[config.mk]
export PLATFORM = sky130hd
export DESIGN_NAME = periodic_cal_seq
export DESIGN_NICKNAME = d
export VERILOG_FILES = /design/src/rtl/pcal_pkg.sv /design/src/rtl/pcal_list.sv /design/src/rtl/pcal_chain_cnt.sv /design/src/rtl/pcal_nf.sv /design/src/rtl/periodic_cal_seq.sv
export SDC_FILE = /design/constraint.sdc
export NUM_CORES = 1
export LEC_CHECK = 0
export CORE_MARGIN = 4
export CORE_UTILIZATION = 35
export CTS_BUF_LIST = sky130_fd_sc_hd__clkbuf_8
export DETAILED_ROUTE_END_ITERATION = 12
export PLACE_DENSITY_LB_ADDON = 0.3
export SKIP_CTS_REPAIR_TIMING = 1
export SYNTH_ARGS = -nofsm -noshare
export SYNTH_HDL_FRONTEND = slang
export SYNTH_SLANG_ARGS = --single-unit
[constraint.sdc]
create_clock -name clk_i -period 2.2 [get_ports clk_i]
set_input_delay 0.33 -clock clk_i [delete_from_list [all_inputs] [get_ports clk_i]]
set_output_delay 0.33 -clock clk_i [all_outputs]
set_load 0.01 [all_outputs]
[src/rtl/pcal_pkg.sv]
package pcal_pkg;
  typedef enum logic [1:0] {
    ENT_WAIT = 2'd0,
    ENT_RUN  = 2'd1,
    ENT_DONE = 2'd2
  } ent_state_e;

  localparam int unsigned NUM_TYPES = 2;
  localparam int unsigned TYPE_IQ   = 0;
  localparam int unsigned TYPE_TEMP = 1;
endpackage

[src/rtl/pcal_list.sv]
module pcal_list
  import pcal_pkg::*;
#(
  parameter int unsigned N     = 2,
  parameter int unsigned IDX_W = 1
) (
  input  logic             clk_i,
  input  logic             rst_ni,
  input  logic             init_i,
  input  logic             done_en_i,
  input  logic             run_en_i,
  input  logic [IDX_W-1:0] run_idx_i,
  input  logic             adv_i,
  output logic             active_o,
  output logic [IDX_W-1:0] cur_idx_o,
  output logic [IDX_W-1:0] nxt_idx_o,
  output ent_state_e       cur_state_o,
  output ent_state_e       nxt_state_o
);
  ent_state_e       st_q [N];
  logic [IDX_W-1:0] cur_q;
  logic             active_q;
  logic [IDX_W-1:0] nxt;

  assign nxt = (cur_q == IDX_W'(N-1)) ? '0 : cur_q + 1'b1;

  always_ff @(posedge clk_i or negedge rst_ni) begin
    if (!rst_ni) begin
      for (int i = 0; i < int'(N); i++) st_q[i] <= ENT_WAIT;
      cur_q    <= '0;
      active_q <= 1'b0;
    end else if (init_i) begin
      for (int i = 0; i < int'(N); i++) st_q[i] <= (i == 0) ? ENT_RUN : ENT_WAIT;
      cur_q    <= '0;
      active_q <= 1'b1;
    end else begin
      for (int i = 0; i < int'(N); i++) begin
        if (run_en_i && run_idx_i == IDX_W'(i))    st_q[i] <= ENT_RUN;
        else if (done_en_i && cur_q == IDX_W'(i))  st_q[i] <= ENT_DONE;
      end
      if (adv_i) cur_q <= nxt;
    end
  end

  assign active_o    = active_q;
  assign cur_idx_o   = cur_q;
  assign nxt_idx_o   = nxt;
  assign cur_state_o = st_q[cur_q];
  assign nxt_state_o = st_q[nxt];
endmodule

[src/rtl/pcal_chain_cnt.sv]
module pcal_chain_cnt #(
  parameter int unsigned CHAINS = 3,
  parameter int unsigned CNT_W  = 2
) (
  input  logic [CHAINS-1:0] mask_i,
  output logic [CNT_W-1:0]  count_o
);
  always_comb begin
    count_o = '0;
    for (int i = 0; i < int'(CHAINS); i++) count_o = count_o + CNT_W'(mask_i[i]);
  end
endmodule

[src/rtl/pcal_nf.sv]
module pcal_nf (
  input  logic clk_i,
  input  logic rst_ni,
  input  logic req_i,
  output logic load_o,
  output logic start_o
);
  logic load_q, start_q;

  always_ff @(posedge clk_i or negedge rst_ni) begin
    if (!rst_ni) begin
      load_q  <= 1'b0;
      start_q <= 1'b0;
    end else begin
      load_q  <= req_i;
      start_q <= load_q;
    end
  end

  assign load_o  = load_q;
  assign start_o = start_q;
endmodule

[src/rtl/periodic_cal_seq.sv]
module periodic_cal_seq
  import pcal_pkg::*;
#(
  parameter int unsigned          CHAINS       = 3,
  parameter int unsigned          NUM_ENTRIES  = 2,
  parameter logic [NUM_ENTRIES-1:0] TEMP_MAP   = 2'b10,
  parameter int unsigned          NUM_SAMPLES  = 2,
  parameter int unsigned          LOG_W        = 4,
  parameter logic [LOG_W-1:0]     IQ_LOG_COUNT = 4'd4,
  localparam int unsigned         NCH_W        = $clog2(CHAINS + 1)
) (
  input  logic                 clk_i,
  input  logic                 rst_ni,
  input  logic                 init_i,
  input  logic                 tick_i,
  input  logic                 long_cal_i,
  input  logic [CHAINS-1:0]    rx_chain_mask_i,
  input  logic                 meas_busy_i,
  output logic                 iq_start_o,
  output logic [LOG_W-1:0]     iq_log_count_o,
  output logic                 temp_start_o,
  output logic                 acc_clear_o,
  output logic                 collect_o,
  output logic                 post_proc_o,
  output logic [NCH_W-1:0]     num_chains_o,
  output logic [NUM_TYPES-1:0] valid_mask_o,
  output logic                 done_o
,
  output logic                 nf_load_o,
  output logic                 nf_start_o
);
  localparam int unsigned IDX_W = (NUM_ENTRIES > 1) ? $clog2(NUM_ENTRIES) : 1;
  localparam int unsigned CNT_W = $clog2(NUM_SAMPLES + 1);

  logic             active;
  logic [IDX_W-1:0] cur_idx, nxt_idx, run_idx;
  ent_state_e       cur_state, nxt_state;
  logic             done_en, run_en, adv;

  logic [CNT_W-1:0]     cnt_q, cnt_d;
  logic [CNT_W:0]       cnt_inc;
  logic [NUM_TYPES-1:0] valid_q, valid_d, cur_bit;
  logic                 done_q, done_d;
  logic                 iq_d, temp_d, clr_d, col_d, post_d;
  logic                 iq_q, temp_q, clr_q, col_q, post_q;
  logic [LOG_W-1:0]     log_q;
  logic [NCH_W-1:0]     nch, nch_q;

  pcal_list #(.N(NUM_ENTRIES), .IDX_W(IDX_W)) u_list (
    .clk_i, .rst_ni, .init_i,
    .done_en_i(done_en), .run_en_i(run_en), .run_idx_i(run_idx), .adv_i(adv),
    .active_o(active), .cur_idx_o(cur_idx), .nxt_idx_o(nxt_idx),
    .cur_state_o(cur_state), .nxt_state_o(nxt_state)
  );

  pcal_chain_cnt #(.CHAINS(CHAINS), .CNT_W(NCH_W)) u_cnt (
    .mask_i(rx_chain_mask_i), .count_o(nch)
  );

  pcal_nf u_nf (
    .clk_i, .rst_ni, .req_i(tick_i & long_cal_i),
    .load_o(nf_load_o), .start_o(nf_start_o)
  );

  assign cur_bit = TEMP_MAP[cur_idx] ? NUM_TYPES'(1 << TYPE_TEMP) : NUM_TYPES'(1 << TYPE_IQ);
  assign cnt_inc = {1'b0, cnt_q} + 1'b1;

  always_comb begin
    cnt_d   = cnt_q;
    valid_d = valid_q;
    done_d  = done_q;
    iq_d    = 1'b0;
    temp_d  = 1'b0;
    clr_d   = 1'b0;
    col_d   = 1'b0;
    post_d  = 1'b0;
    done_en = 1'b0;
    run_en  = 1'b0;
    run_idx = cur_idx;
    adv     = 1'b0;
    if (init_i) begin
      cnt_d   = '0;
      valid_d = '0;
      done_d  = 1'b0;
      clr_d   = 1'b1;
      iq_d    = ~TEMP_MAP[0];
      temp_d  = TEMP_MAP[0];
    end else if (tick_i) begin
      done_d = 1'b1;
      if (active && (cur_state == ENT_RUN || cur_state == ENT_WAIT)) begin
        done_d = 1'b0;
        if (cur_state == ENT_RUN) begin
          if (!meas_busy_i) begin
            col_d = 1'b1;
            cnt_d = cnt_inc[CNT_W-1:0];
            if (cnt_inc >= (CNT_W+1)'(NUM_SAMPLES)) begin
              post_d  = 1'b1;
              valid_d = valid_q | cur_bit;
              done_en = 1'b1;
            end else begin
              iq_d   = ~TEMP_MAP[cur_idx];
              temp_d = TEMP_MAP[cur_idx];
            end
          end
        end else if ((valid_q & cur_bit) == '0) begin
          run_en = 1'b1;
          clr_d  = 1'b1;
          cnt_d  = '0;
          iq_d   = ~TEMP_MAP[cur_idx];
          temp_d = TEMP_MAP[cur_idx];
        end
        // completion: hide done while the next entry still waits
        if (done_en) begin
          adv = 1'b1;
          if (nxt_state == ENT_WAIT) begin
            run_en  = 1'b1;
            run_idx = nxt_idx;
            clr_d   = 1'b1;
            cnt_d   = '0;
            iq_d    = ~TEMP_MAP[nxt_idx];
            temp_d  = TEMP_MAP[nxt_idx];
          end else begin
            done_d = 1'b1;
          end
        end
      end
    end
  end

  always_ff @(posedge clk_i or negedge rst_ni) begin
    if (!rst_ni) begin
      cnt_q   <= '0;
      valid_q <= '0;
      done_q  <= 1'b1;
      iq_q    <= 1'b0;
      temp_q  <= 1'b0;
      clr_q   <= 1'b0;
      col_q   <= 1'b0;
      post_q  <= 1'b0;
      log_q   <= '0;
      nch_q   <= '0;
    end else begin
      cnt_q   <= cnt_d;
      valid_q <= valid_d;
      done_q  <= done_d;
      iq_q    <= iq_d;
      temp_q  <= temp_d;
      clr_q   <= clr_d;
      col_q   <= col_d;
      post_q  <= post_d;
      if (iq_d)   log_q <= IQ_LOG_COUNT;
      if (post_d) nch_q <= nch;
    end
  end

  assign iq_start_o     = iq_q;
  assign iq_log_count_o = log_q;
  assign temp_start_o   = temp_q;
  assign acc_clear_o    = clr_q;
  assign collect_o      = col_q;
  assign post_proc_o    = post_q;
  assign num_chains_o   = nch_q;
  assign valid_mask_o   = valid_q;
  assign done_o         = done_q;
endmodule

* Yosys cells after proc, flatten, opt, wreduce, memory -nomap -nowiden
Cells that the tools add are included.
** Storage, ports and cells
- Logic and storage cells :: 144
- Input bits :: 9
- Register bits after elaboration :: 21
- Output and inout port bits :: 16
** Cells by class
- Mux-type cells :: 90
- Bitwise operators :: 9
- Add/sub/neg operators :: 4
- Equal/unequal tests :: 2
- Reduce and logical (&&, ||, !) cells :: 18
- Order comparisons :: 5
** Operators by type and width (count)
- $mux W1 :: 64
- $mux W2 :: 25
- $reduce_bool A2 Y1 :: 5
- $logic_not A2 Y1 :: 3
- $reduce_bool A3 Y1 :: 2
- $logic_and A1 B1 Y1 :: 5
- $reduce_and A5 Y1 :: 1
- $ge A2 B2 Y1 const B :: 2
- $lt A1 B2 Y1 const B :: 2
- $mux W4 :: 1
- $not A1 Y1 :: 4
- $not A1 Y2 :: 2
- $add A2 B1 Y3 const B :: 1
- $ge A3 B2 Y1 const B :: 1
- $add A1 B1 Y2 :: 1
- $add A2 B1 Y2 :: 1
- $and A2 B2 Y2 :: 1
- $eq A2 B1 Y1 const B :: 1
- $ne A2 B2 Y1 const B :: 1
- $or A2 B2 Y2 :: 1
- $reduce_and A2 Y1 :: 1
- $add A1 B1 Y1 const B :: 1
- $and A1 B1 Y1 :: 1
- $logic_or A1 B1 Y1 :: 1

* Logic depth before layout (Yosys ltp)
Gate-level depths: netlist (run 1).
- Depth in word-level cells :: 18
- Depth in mapped cells :: 7
- Depth with buffers taken out :: 7

* Cells and area by module
Synthesis (run 1) repeated with hierarchy kept, for this count alone.
** Second synthesis, totals
- Cell total of the unflattened synthesis :: 102
- Area, all modules :: 1087.3 µm²
** Modules (own cells, without submodules)
- periodic_cal_seq :: cells an instance 73, area each 719.4 µm², seq. area each 326.6 µm², instances 1
- pcal_list :: cells an instance 26, area each 297.8 µm², seq. area each 150.1 µm², instances 1
- pcal_nf :: cells an instance 2, area each 50.0 µm², seq. area each 50.0 µm², instances 1
- pcal_chain_cnt :: cells an instance 1, area each 20.0 µm², seq. area each 0.0 µm², instances 1

* Worst setup path before layout (run 1)
OpenSTA, ideal clock, no wires.
- Kind :: register -> register
- From :: register u_list.cur_q (netlist: u_list.cur_idx_o)
- To :: register u_list.st_q[0] (netlist bit)
- Buffers on the path :: 1
- Slack :: 0.335 ns
- Clock period less this slack :: 1.865 ns
- Arrival :: 1.789 ns
- Setup time :: 0.076 ns
- Data required time :: 2.124 ns
- Cell stages (with the launch flop) :: 7
- Path through :: dfrtp_1 buf_6 or3_4 a21oi_4 a21oi_2 or4_1 o21ai_1
** On the way
- Cells in the longest elaborated chain, start to end :: 16
- Elaborated cells between the ends (all ways) :: 44
- Classes of those cells :: 1 x add/sub; 1 x eq/ne; 31 x mux; 3 x bitwise; 8 x reduce/logical
** RTL lines
- start: declaration :: RTL line pcal_list.sv:21 : logic [IDX_W-1:0] cur_q;
- start signal: assignment :: RTL line pcal_list.sv:41 : if (adv_i) cur_q <= nxt;
- $not A1 Y2 (not written as such) :: RTL line pcal_list.sv:48 : assign cur_state_o = st_q[cur_q];
- $mux W2 (not written as such) (3 in series) :: RTL line pcal_list.sv:48
- $eq A2 B1 Y1 :: RTL line periodic_cal_seq.sv:90, periodic_cal_seq.sv:92
- $mux W1 :: RTL line periodic_cal_seq.sv:92 : if (cur_state == ENT_RUN) begin
- $mux W1 :: RTL line periodic_cal_seq.sv:90 : if (active && (cur_state == ENT_RUN || cur_state == ENT_WAIT)) begin
- $mux W1 :: RTL line periodic_cal_seq.sv:88 : end else if (tick_i) begin
- $mux W1 :: RTL line periodic_cal_seq.sv:81 : if (init_i) begin
- $mux W1 :: RTL line periodic_cal_seq.sv:113 : if (done_en) begin
- $mux W1 :: RTL line periodic_cal_seq.sv:90
- $mux W1 :: RTL line periodic_cal_seq.sv:88
- $mux W1 :: RTL line periodic_cal_seq.sv:81
- $logic_and A1 B1 Y1 :: RTL line pcal_list.sv:38 : if (run_en_i && run_idx_i == IDX_W'(i)) st_q[i] <= ENT_RUN;
- $mux W2 :: RTL line pcal_list.sv:38
- $mux W4 :: RTL line pcal_list.sv:32 : end else if (init_i) begin
- end signal: indexed assignment :: RTL line pcal_list.sv:38
- end signal: indexed assignment :: RTL line pcal_list.sv:39 : else if (done_en_i && cur_q == IDX_W'(i)) st_q[i] <= ENT_DONE;
- end: declaration :: RTL line pcal_list.sv:20 : ent_state_e st_q [N];
Several ways; a longest one is shown, not always the timed one. The select of a mux whose other input is x is not followed.
A chain may end at the register's enable or synchronous reset.

* Worst setup path in the final report (run 1)
- From :: register u_list.cur_q (netlist: u_list.cur_idx_o)
- To :: register u_list.st_q[2] (netlist bit)
** On the way
- Cells in the longest elaborated chain, start to end :: 17
- Elaborated cells between the ends (all ways) :: 46
- Classes of those cells :: 1 x add/sub; 1 x eq/ne; 31 x mux; 5 x bitwise; 8 x reduce/logical
** RTL lines (RTL line)
- $not A1 Y2 (not written as such) :: pcal_list.sv:48
- $mux W2 (not written as such) (3 in series) :: pcal_list.sv:48
- $eq A2 B1 Y1 :: periodic_cal_seq.sv:90, periodic_cal_seq.sv:92
- $mux W1 :: periodic_cal_seq.sv:92
- $mux W1 :: periodic_cal_seq.sv:90
- $mux W1 :: periodic_cal_seq.sv:88
- $mux W1 :: periodic_cal_seq.sv:81
- $mux W1 :: periodic_cal_seq.sv:113
- $mux W1 :: periodic_cal_seq.sv:90
- $mux W1 :: periodic_cal_seq.sv:88
- $mux W1 :: periodic_cal_seq.sv:81
- $not A1 Y1 :: pcal_list.sv:38
- $logic_and A1 B1 Y1 :: pcal_list.sv:38
- $mux W2 :: pcal_list.sv:38
- $mux W4 :: pcal_list.sv:32
Several ways; a longest one is shown, not always the timed one. The select of a mux whose other input is x is not followed.

==> results.py, run 1 <==
metrics = {
    "timing": {
        "worst_slack_ns": 0.277,
        "relSlewSlack": 0.643,
        "finClkSkew_ns": 0.000597,
        "hold_viol": 0,
        "final_max_slew_viol_count": 0,
        "whs_ns": 0.376,
        "clock.fmax_mhz": 520,
        "tightest_slew_ns": 0.533,
        "final.setup.tns_ns": 0,
        "rsz0062_at_grt": "no",
        "layout_min_cycle_time_ns": 1.92,
        "setup_viol": 0,
        "fin_crit_sh": 0.874,
    },
    "global_routing": {
        "grt_pass1_vias": 944,
        "grt_usage": 0.128,
        "grt_max_degree": 20,
        "grt-ovfl-total": 0,
        "grt_pass1_wl_um": 4110,
        "antenna_found_initial": 0,
    },
    "cells_and_area": {
        "nets": 144,
        "antenna_cells": 0,
        "fin_util": 0.489,
        "drive_above_1_share": 0.182,
        "finalInstanceArea_um2": 1390,
        "layout.cells.most_common": "clkdlybuf4s50_1",
        "area_growth_pct": 28.8,
        "mostFrequentLayoutCells": "clkdlybuf4s50_1, dfrtp_1, nor2_1",
    },
    "route": {
        "via_per_inst": 5.29,
        "ant_nets": 0,
        "wire_per_inst_um": 14.2,
        "vias": 862,
        "drc_errors": 0,
        "wl_um": 2320,
        "dr.first_iter.drc_count": 44,
        "drt_pass1_iterations": 4,
    },
    "synth": {
        "synth_ff_type": "dfrtp_1",
        "avgSynthCellArea_um2": 10.3,
        "synth_edf_count": 0,
        "synth_area_um2": 1080,
        "ys_async_sr_fraction": 1.00,
        "yosysSeqAreaShare": 0.487,
        "yosys_warnings": 0,
        "synth_cells": 105,
        "ys_ff_latch": 21,
        "ys_types": 44,
    },
    "power_and_ir_drop": {
        "p_leak_nw": 0.584,
        "power.density_nw_per_um2": 653,
        "vdd_drop_max_uv": 213,
    },
    "worst_setup_path": {
        "end_kind": "flop",
        "r2r_start": "u_list.cur_idx_o",
        "timing.rr.end": "u_list.st_q[2]",
        "worstPathRequired_ns": 2.34,
        "arrival_ns": 2.07,
        "critPathLaunchType": "flop",
        "critPathKind": "flop to flop",
        "rr_worst_depth": 5,
        "crit_path_start": "u_list.cur_idx_o",
        "r2r_setup_slack_ns": 0.28,
        "critPathMaxFanout": 7,
    },
    "floorplanning": {
        "dieHeight_um": 63.6,
        "initial_core_util": 0.379,
        "rows": 19,
        "ios": 25,
        "core_um2": 2850,
        "die_x_um": 63.6,
        "die_area_um2": 4050,
    },
    "clock_network": {
        "cts-root-buf": "clkbuf_8",
        "clkTransAtPathRegs_ns": 0.07,
        "clockBufferDepth": 2,
        "cts_sinks": 21,
        "htree_levels": 1,
        "cts_buffers": 3,
        "clock_latency_ns": 0.25,
        "cts_tree": "done",
    },
    "placed_design": {
        "postPlaceCellArea_um2": 1350,
        "dp_hpwl_um": 1760,
        "io_buffers": 21,
        "dp_slack_ns": 0.0554,
        "gp_congestion": 0.899,
    },
    "min_path": {
        "min_path_cells": 0,
        "worstHoldStart": "u_nf.load_o",
        "hold_path.class": "flop to flop",
        "min_to": "u_nf.start_o",
    },
    "flow_run": {
        "cap_viol_max_count": 0,
    },
    "run_status": {
        "status": "complete, no violations",
    },
}
-- state kept, by name, summed over array words and instances, names as in the netlist --
register	cells
u_nf.start_o	1
temp_start_o	1
valid_mask_o	2
collect_o	1
acc_clear_o	1
iq_start_o	1
iq_log_count_o	1
done_o	1
post_proc_o	1
u_list.st_q	4
u_list.cur_idx_o	1
u_list.active_o	1
cnt_q	2
u_nf.load_o	1
num_chains_o	2
-- routing by layer --
metal,vias up,part of all wire,GRT usage
met5,-,0,0
met4,0,0.017,0.0836
met3,4,0.035,0.0337
met2,18,0.49,0.201
met1,425,0.45,0.153
li1,415,-,-
-- critical path, cell delays in order, from the launching register on --
cell	delay, ns
dfrtp_1	0.43
mux2i_1	0.36
nand3_2	0.21
nor4_2	0.30
nand2b_1	0.15
a221o_1	0.36
-- area by class of cell --
| cell class | count | area [um2] |
|---|---|---|
| Fill cell | 267 | 1460 |
| Sequential cell | 21 | 527 |
| Multi-Input combinational cell | 73 | 494 |
| Timing Repair Buffer | 29 | 270 |
| Clock buffer | 3 | 41.3 |
| Tap cell | 31 | 38.8 |
| Inverter | 5 | 18.8 |
| Clock inverter | 1 | 3.75 |
-- metrics by stage --
| stage | cells | total power [mW] |
|---|---|---|
| CTS | 163 | 0.923 |
| detailed placement | 159 | 0.676 |
| floorplan | 107 | 0.569 |
| finish | 163 | 0.910 |
| global route | 163 | 0.958 |
| global placement | 159 | 0.671 |
-- where the power goes --
group	internal, mW	switching, mW	total (mW)
Clock	0.124	0.117	0.242
Combinational	0.124	0.110	0.234
Sequential	0.418	0.0169	0.435
-- cell usage after synthesis, types with 2 or more instances --
cell type  number  area share
a21o_1          2       0.014
a21oi_1         6       0.028
a22o_1          2       0.016
buf_4           3       0.021
clkbuf_1        3       0.010
dfrtp_1        20        0.46
inv_1           5       0.017
mux2_2          2       0.021
mux2i_1         2       0.018
nand2b_1        3       0.017
nor2_1         12       0.042
nor2b_1         2       0.012
nor3_1          4       0.018
nor4_1          3       0.017
o21ai_0         4       0.018
or2_2           4       0.023
-- logic make-up after synthesis --
family,Yosys count,synth area share
muxes,4,0.0393
buffers and inverters,13,0.0636
adders and majority gates,2,0.0301
and+or+nand+nor,40,0.220
DFF,21,0.487
AOI/OAI and AO/OA,23,0.149
other,1,0.00346
xor gates and xnor gates,1,0.00809
-- worst max path at each step --
stage / endpoint / slack, ns / cells past startpoint
after floorplan: u_list.st_q[0] / 0.33 / 6
after global placement: num_chains_o[1] / 0.10 / 6
after detailed placement: u_list.st_q[0] / 0.06 / 6
after CTS: u_list.st_q[2] / 0.29 / 5
after global routing: u_list.st_q[2] / 0.14 / 5
final: u_list.st_q[2] / 0.28 / 5
No activity file was read; power rests on OpenSTA's default activity.
==> run 2, diff against run 1 <==
--- a/config.mk
+++ b/config.mk
@@ -7,7 +7,7 @@
 export LEC_CHECK = 0
 export CORE_MARGIN = 4
 export CORE_UTILIZATION = 35
-export CTS_BUF_LIST = sky130_fd_sc_hd__clkbuf_8
+export CTS_BUF_LIST = sky130_fd_sc_hd__clkbuf_2
 export DETAILED_ROUTE_END_ITERATION = 12
 export PLACE_DENSITY_LB_ADDON = 0.3
 export SKIP_CTS_REPAIR_TIMING = 1
==> results.py, run 2 (synthesis gave the netlist of run 1 again) <==
metrics = {
    "cells_and_area": {
        "layout.cells.most_common": "clkdlybuf4s50_1",
        "regMostFlops": "u_list.st_q",
        "mostFrequentLayoutCells": "clkdlybuf4s50_1, dfrtp_1, nor2_1",
        "largest_reg_flops": 4,
        "antenna_cells": 0,
        "nFillCells": 272,
        "drive_above_1_share": 0.189,
        "nets": 144,
        "area_growth_pct": 26.5,
    },
    "global_routing": {
        "grt_pass1_vias": 944,
        "met2_usage": 0.202,
        "antenna_found_initial": 0,
        "grt.busiest_layer": "met2",
        "globalRouteMet1Util": 0.152,
        "grtUsageMet3": 0.0337,
        "grt_max_degree": 20,
        "grt-ovfl-total": 0,
        "grt_pass1_wl_um": 4080,
        "grt_usage": 0.127,
    },
    "power_and_ir_drop": {
        "vdd_drop_max_uv": 196,
        "power_uw": 824,
        "p_leak_nw": 0.574,
        "power.density_nw_per_um2": 602,
    },
    "worst_setup_path": {
        "end_kind": "flop",
        "worstPathRequired_ns": 2.42,
        "critPathKind": "flop to flop",
        "critPathLaunchType": "flop",
        "arrival_ns": 2.15,
        "critPathMaxFanout": 7,
        "r2r_start": "u_list.cur_idx_o",
        "crit_path_start": "u_list.cur_idx_o",
    },
    "route": {
        "via_per_inst": 5.33,
        "drc_errors": 0,
        "wl_um": 2300,
        "drt_pass1_iterations": 4,
        "vias": 869,
        "dr.first_iter.drc_count": 60,
        "ant_nets": 0,
        "wire_per_inst_um": 14.1,
    },
    "clock_network": {
        "clockBufferDepth": 2,
        "cts_tree": "done",
        "cts_sinks": 21,
        "cts-root-buf": "clkbuf_2",
        "clock_latency_ns": 0.31,
        "htree_levels": 1,
        "cts_buffers": 3,
        "clkTransAtPathRegs_ns": 0.18,
    },
    "floorplanning": {
        "die_area_um2": 4050,
        "dieHeight_um": 63.6,
        "core_um2": 2850,
        "ios": 25,
        "rows": 19,
        "initial_core_util": 0.379,
        "die_x_um": 63.6,
    },
    "timing": {
        "clock.fmax_mhz": 518,
        "setup_viol": 0,
        "layout_min_cycle_time_ns": 1.93,
        "fin_crit_sh": 0.878,
        "tightest_slew_ns": 0.534,
        "finClkSkew_ns": 0.00641,
        "hold_viol": 0,
        "worst_slack_ns": 0.268,
        "rsz0062_at_grt": "no",
        "relSlewSlack": 0.643,
        "final.setup.tns_ns": 0,
        "final_max_slew_viol_count": 0,
    },
    "placed_design": {
        "dp_slack_ns": 0.0554,
        "gp_congestion": 0.899,
        "dp_hpwl_um": 1760,
        "io_buffers": 21,
    },
    "flow_run": {
        "cap_viol_max_count": 0,
    },
    "run_status": {
        "status": "complete, no violations",
    },
    "min_path": {
        "hold_path.class": "input port to asynchronous set/reset pin",
    },
}
-- run 2: cell count changes in the layout (fill, tap and decap cells not counted) --
cell	change
clkbuf_2	+4
clkbuf_8	-3
inv_1	-1
-- run 2: where the power goes --
| group | switching (mW) | internal [mW] |
|---|---|---|
| clock network | 0.108 | 0.0482 |
| registers | 0.0165 | 0.418 |
| logic | 0.110 | 0.124 |
-- run 2: final cells by class --
| class | instances | area [um2] | share of cell area |
|---|---|---|---|
| flip-flops and latches | 21 | 527 | 0.385 |
| multi-input cells | 73 | 494 | 0.361 |
| repair buffers | 29 | 270 | 0.197 |
| well taps | 31 | 38.8 | 0.0283 |
| clock buffers | 4 | 20.0 | 0.0146 |
| inverters | 5 | 18.8 | 0.0137 |
-- run 2: worst paths after layout --
path | end | cells after the start | slack, ns
min reg2reg | u_nf.start_o | 0 | 0.40
min in group clk_i | u_nf.start_o | 0 | 0.40
max | u_list.st_q[2] | 5 | 0.27
max reg2reg | u_list.st_q[2] | 5 | 0.27
max in group asynchronous | u_list.active_o | 2 | 1.32
min | u_list.st_q[0] | 1 | 0.34
-- run 2: per-stage QoR --
stage               instances  utilization  area, um2  hold slack, ns
floorplan                 107            -       1090          0.0344
global placement          159        0.473       1350           0.365
detailed placement        159        0.473       1350           0.363
CTS                       163        0.480       1370           0.336
global route              163        0.480       1370           0.332
finish                    163        0.480       1370           0.337
-- run 2: worst max-delay path, stage by stage (launching register included) --
cell	delay (ns)
dfrtp_1	0.47
mux2i_1	0.36
nand3_2	0.21
nor4_2	0.29
nand2b_1	0.14
a221o_1	0.36
-- run 2: per-layer routing --
metal	routed length, um	vias to the layer above
li1	-	415
met1	1010	428
met2	1140	22
met3	112	4
met4	39	0
met5	0	-
==> run 3, diff against run 2 <==
--- a/config.mk
+++ b/config.mk
@@ -9,6 +9,7 @@
 export CORE_UTILIZATION = 35
 export CTS_BUF_LIST = sky130_fd_sc_hd__clkbuf_2
 export DETAILED_ROUTE_END_ITERATION = 12
+export GPL_TIMING_DRIVEN = 0
 export PLACE_DENSITY_LB_ADDON = 0.3
 export SKIP_CTS_REPAIR_TIMING = 1
 export SYNTH_ARGS = -nofsm -noshare
==> results.py, run 3 (synthesis gave the netlist of run 1 again) <==
metrics = {
    "run_status": {
        "status": "complete, no violations",
    },
    "timing": {
        "relSlewSlack": 0.357,
        "layout_min_cycle_time_ns": 2.04,
        "clock.fmax_mhz": 489,
        "final_max_slew_viol_count": 0,
        "worst_slack_ns": 0.157,
        "rsz0062_at_grt": "no",
        "fin_crit_sh": 0.929,
        "whs_ns": 0.403,
        "hold_viol": 0,
        "finClkSkew_ns": 0.00169,
        "tightest_slew_ns": 0.961,
        "setup_viol": 0,
    },
    "cells_and_area": {
        "fin_cells": 163,
        "largest_reg_flops": 4,
        "mostFrequentLayoutCells": "clkdlybuf4s50_1, dfrtp_1, nor2_1",
        "area_growth_pct": 26.4,
        "nFillCells": 265,
        "drive_above_1_share": 0.167,
        "finalInstanceArea_um2": 1370,
        "regMostFlops": "u_list.st_q",
        "multi_input_comb_area_um2": 503,
        "antenna_cells": 0,
        "nets": 144,
        "layout.cells.most_common": "clkdlybuf4s50_1",
        "regArea_um2": 527,
    },
    "floorplanning": {
        "ios": 25,
        "die_area_um2": 4050,
        "die_x_um": 63.6,
        "dieHeight_um": 63.6,
        "core_um2": 2850,
        "rows": 19,
        "initial_core_util": 0.379,
    },
    "route": {
        "wl_met1_um": 1090,
        "wl_met3_um": 73,
        "ant_nets": 0,
        "dr.first_iter.drc_count": 16,
        "wl_um": 2380,
        "drc_errors": 0,
        "drt_pass1_iterations": 4,
        "vias": 864,
        "wl_met2_um": 1180,
        "wire_per_inst_um": 14.6,
        "top_layer_used": "met4",
        "via_per_inst": 5.30,
    },
    "worst_setup_path": {
        "rr_worst_depth": 5,
        "critPathKind": "flop to flop",
        "critPathLaunchType": "flop",
        "timing.rr.end": "u_list.st_q[2]",
        "r2r_start": "u_list.cur_idx_o",
        "end_kind": "flop",
        "worstPathRequired_ns": 2.43,
        "crit_end": "u_list.st_q[2]",
        "critPathMaxFanout": 9,
        "arrival_ns": 2.27,
        "r2r_setup_slack_ns": 0.16,
        "crit_path_start": "u_list.cur_idx_o",
    },
    "placed_design": {
        "place_inst": 159,
        "postPlaceCellArea_um2": 1340,
        "io_buffers": 21,
        "gp_congestion": 0.899,
        "dp_hpwl_um": 1750,
        "dp_slack_ns": -0.215,
    },
    "clock_network": {
        "cts-root-buf": "clkbuf_2",
        "cts_sinks": 21,
        "cts_buffers": 3,
        "clockBufferDepth": 2,
        "cts_tree": "done",
        "clkTransAtPathRegs_ns": 0.19,
        "htree_levels": 1,
        "clock_latency_ns": 0.32,
    },
    "power_and_ir_drop": {
        "power.share.clock": 0.199,
        "vdd_drop_max_uv": 275,
        "p_sw_uw": 247,
        "power_uw": 834,
        "power.density_nw_per_um2": 610,
        "p_leak_nw": 0.566,
        "internal_power_uw": 587,
        "power_frac_seq": 0.522,
        "switching_share": 0.296,
        "combPwrFrac": 0.279,
    },
    "global_routing": {
        "grt-ovfl-total": 0,
        "grt_max_degree": 22,
        "grt_pass1_vias": 906,
        "grt_pass1_wl_um": 4130,
        "antenna_found_initial": 0,
        "grt_usage": 0.129,
    },
    "flow_run": {
        "cap_viol_max_count": 0,
    },
    "min_path": {
        "min_path_cells": 0,
        "hold_path.class": "flop to flop",
    },
}
run 3: cell count changes in the layout (fill, tap and decap cells not counted):
cell | previous run | this run
buf_2 | 0 | 1
buf_4 | 8 | 3
buf_6 | 0 | 1
clkbuf_1 | 0 | 3
nor4_2 | 1 | 0
nor4_4 | 0 | 1
run 3: power by group through the flow:
stage,sequential (mW),combinational [mW],clock (mW)
after CTS,0.435,0.231,0.172
after floorplan,0.454,0.116,0
final,0.435,0.233,0.166
after global placement,0.440,0.226,0
after detailed placement,0.442,0.231,0
after global routing,0.440,0.252,0.193
run 3: worst min-delay path by stage:
| stage | startpoint | endpoint |
|---|---|---|
| 2_1_floorplan | rst_ni | acc_clear_o |
| 3_3_place_gp | u_nf.load_o | u_nf.start_o |
| 5_1_grt | u_nf.load_o | u_nf.start_o |
| 4_1_cts | u_nf.load_o | u_nf.start_o |
| 3_5_place_dp | u_nf.load_o | u_nf.start_o |
| 6_report | u_nf.load_o | u_nf.start_o |
run 3: through the flow:
step / TNS [ns] / util
floorplan: 0 / -
global placement: -0.205 / 0.469
detailed placement: -0.350 / 0.469
CTS: 0 / 0.476
global route: 0 / 0.479
finish: 0 / 0.479
run 3: per-layer routing:
| metal | up-vias | track usage |
|---|---|---|
| met3 | 4 | 0.0160 |
| met2 | 18 | 0.219 |
| li1 | 418 | - |
| met5 | - | 0 |
| met4 | 0 | 0.0647 |
| met1 | 424 | 0.161 |
run 3: area by class of cell:
type	count	share of cell area
timing repair buffer	21	0.154
multi-input combinational	73	0.368
tap	31	0.0284
clock buffer	4	0.0146
buffer	8	0.0366
sequential	21	0.385
inverter	5	0.0137
run 3: critical path, cell delays in order, from the launching register on:
cell and delay [ns]:
dfrtp_1 0.47, mux2i_1 0.34, nand3_2 0.25, nor4_4 0.37, nand2b_1 0.15, a221o_1 0.37
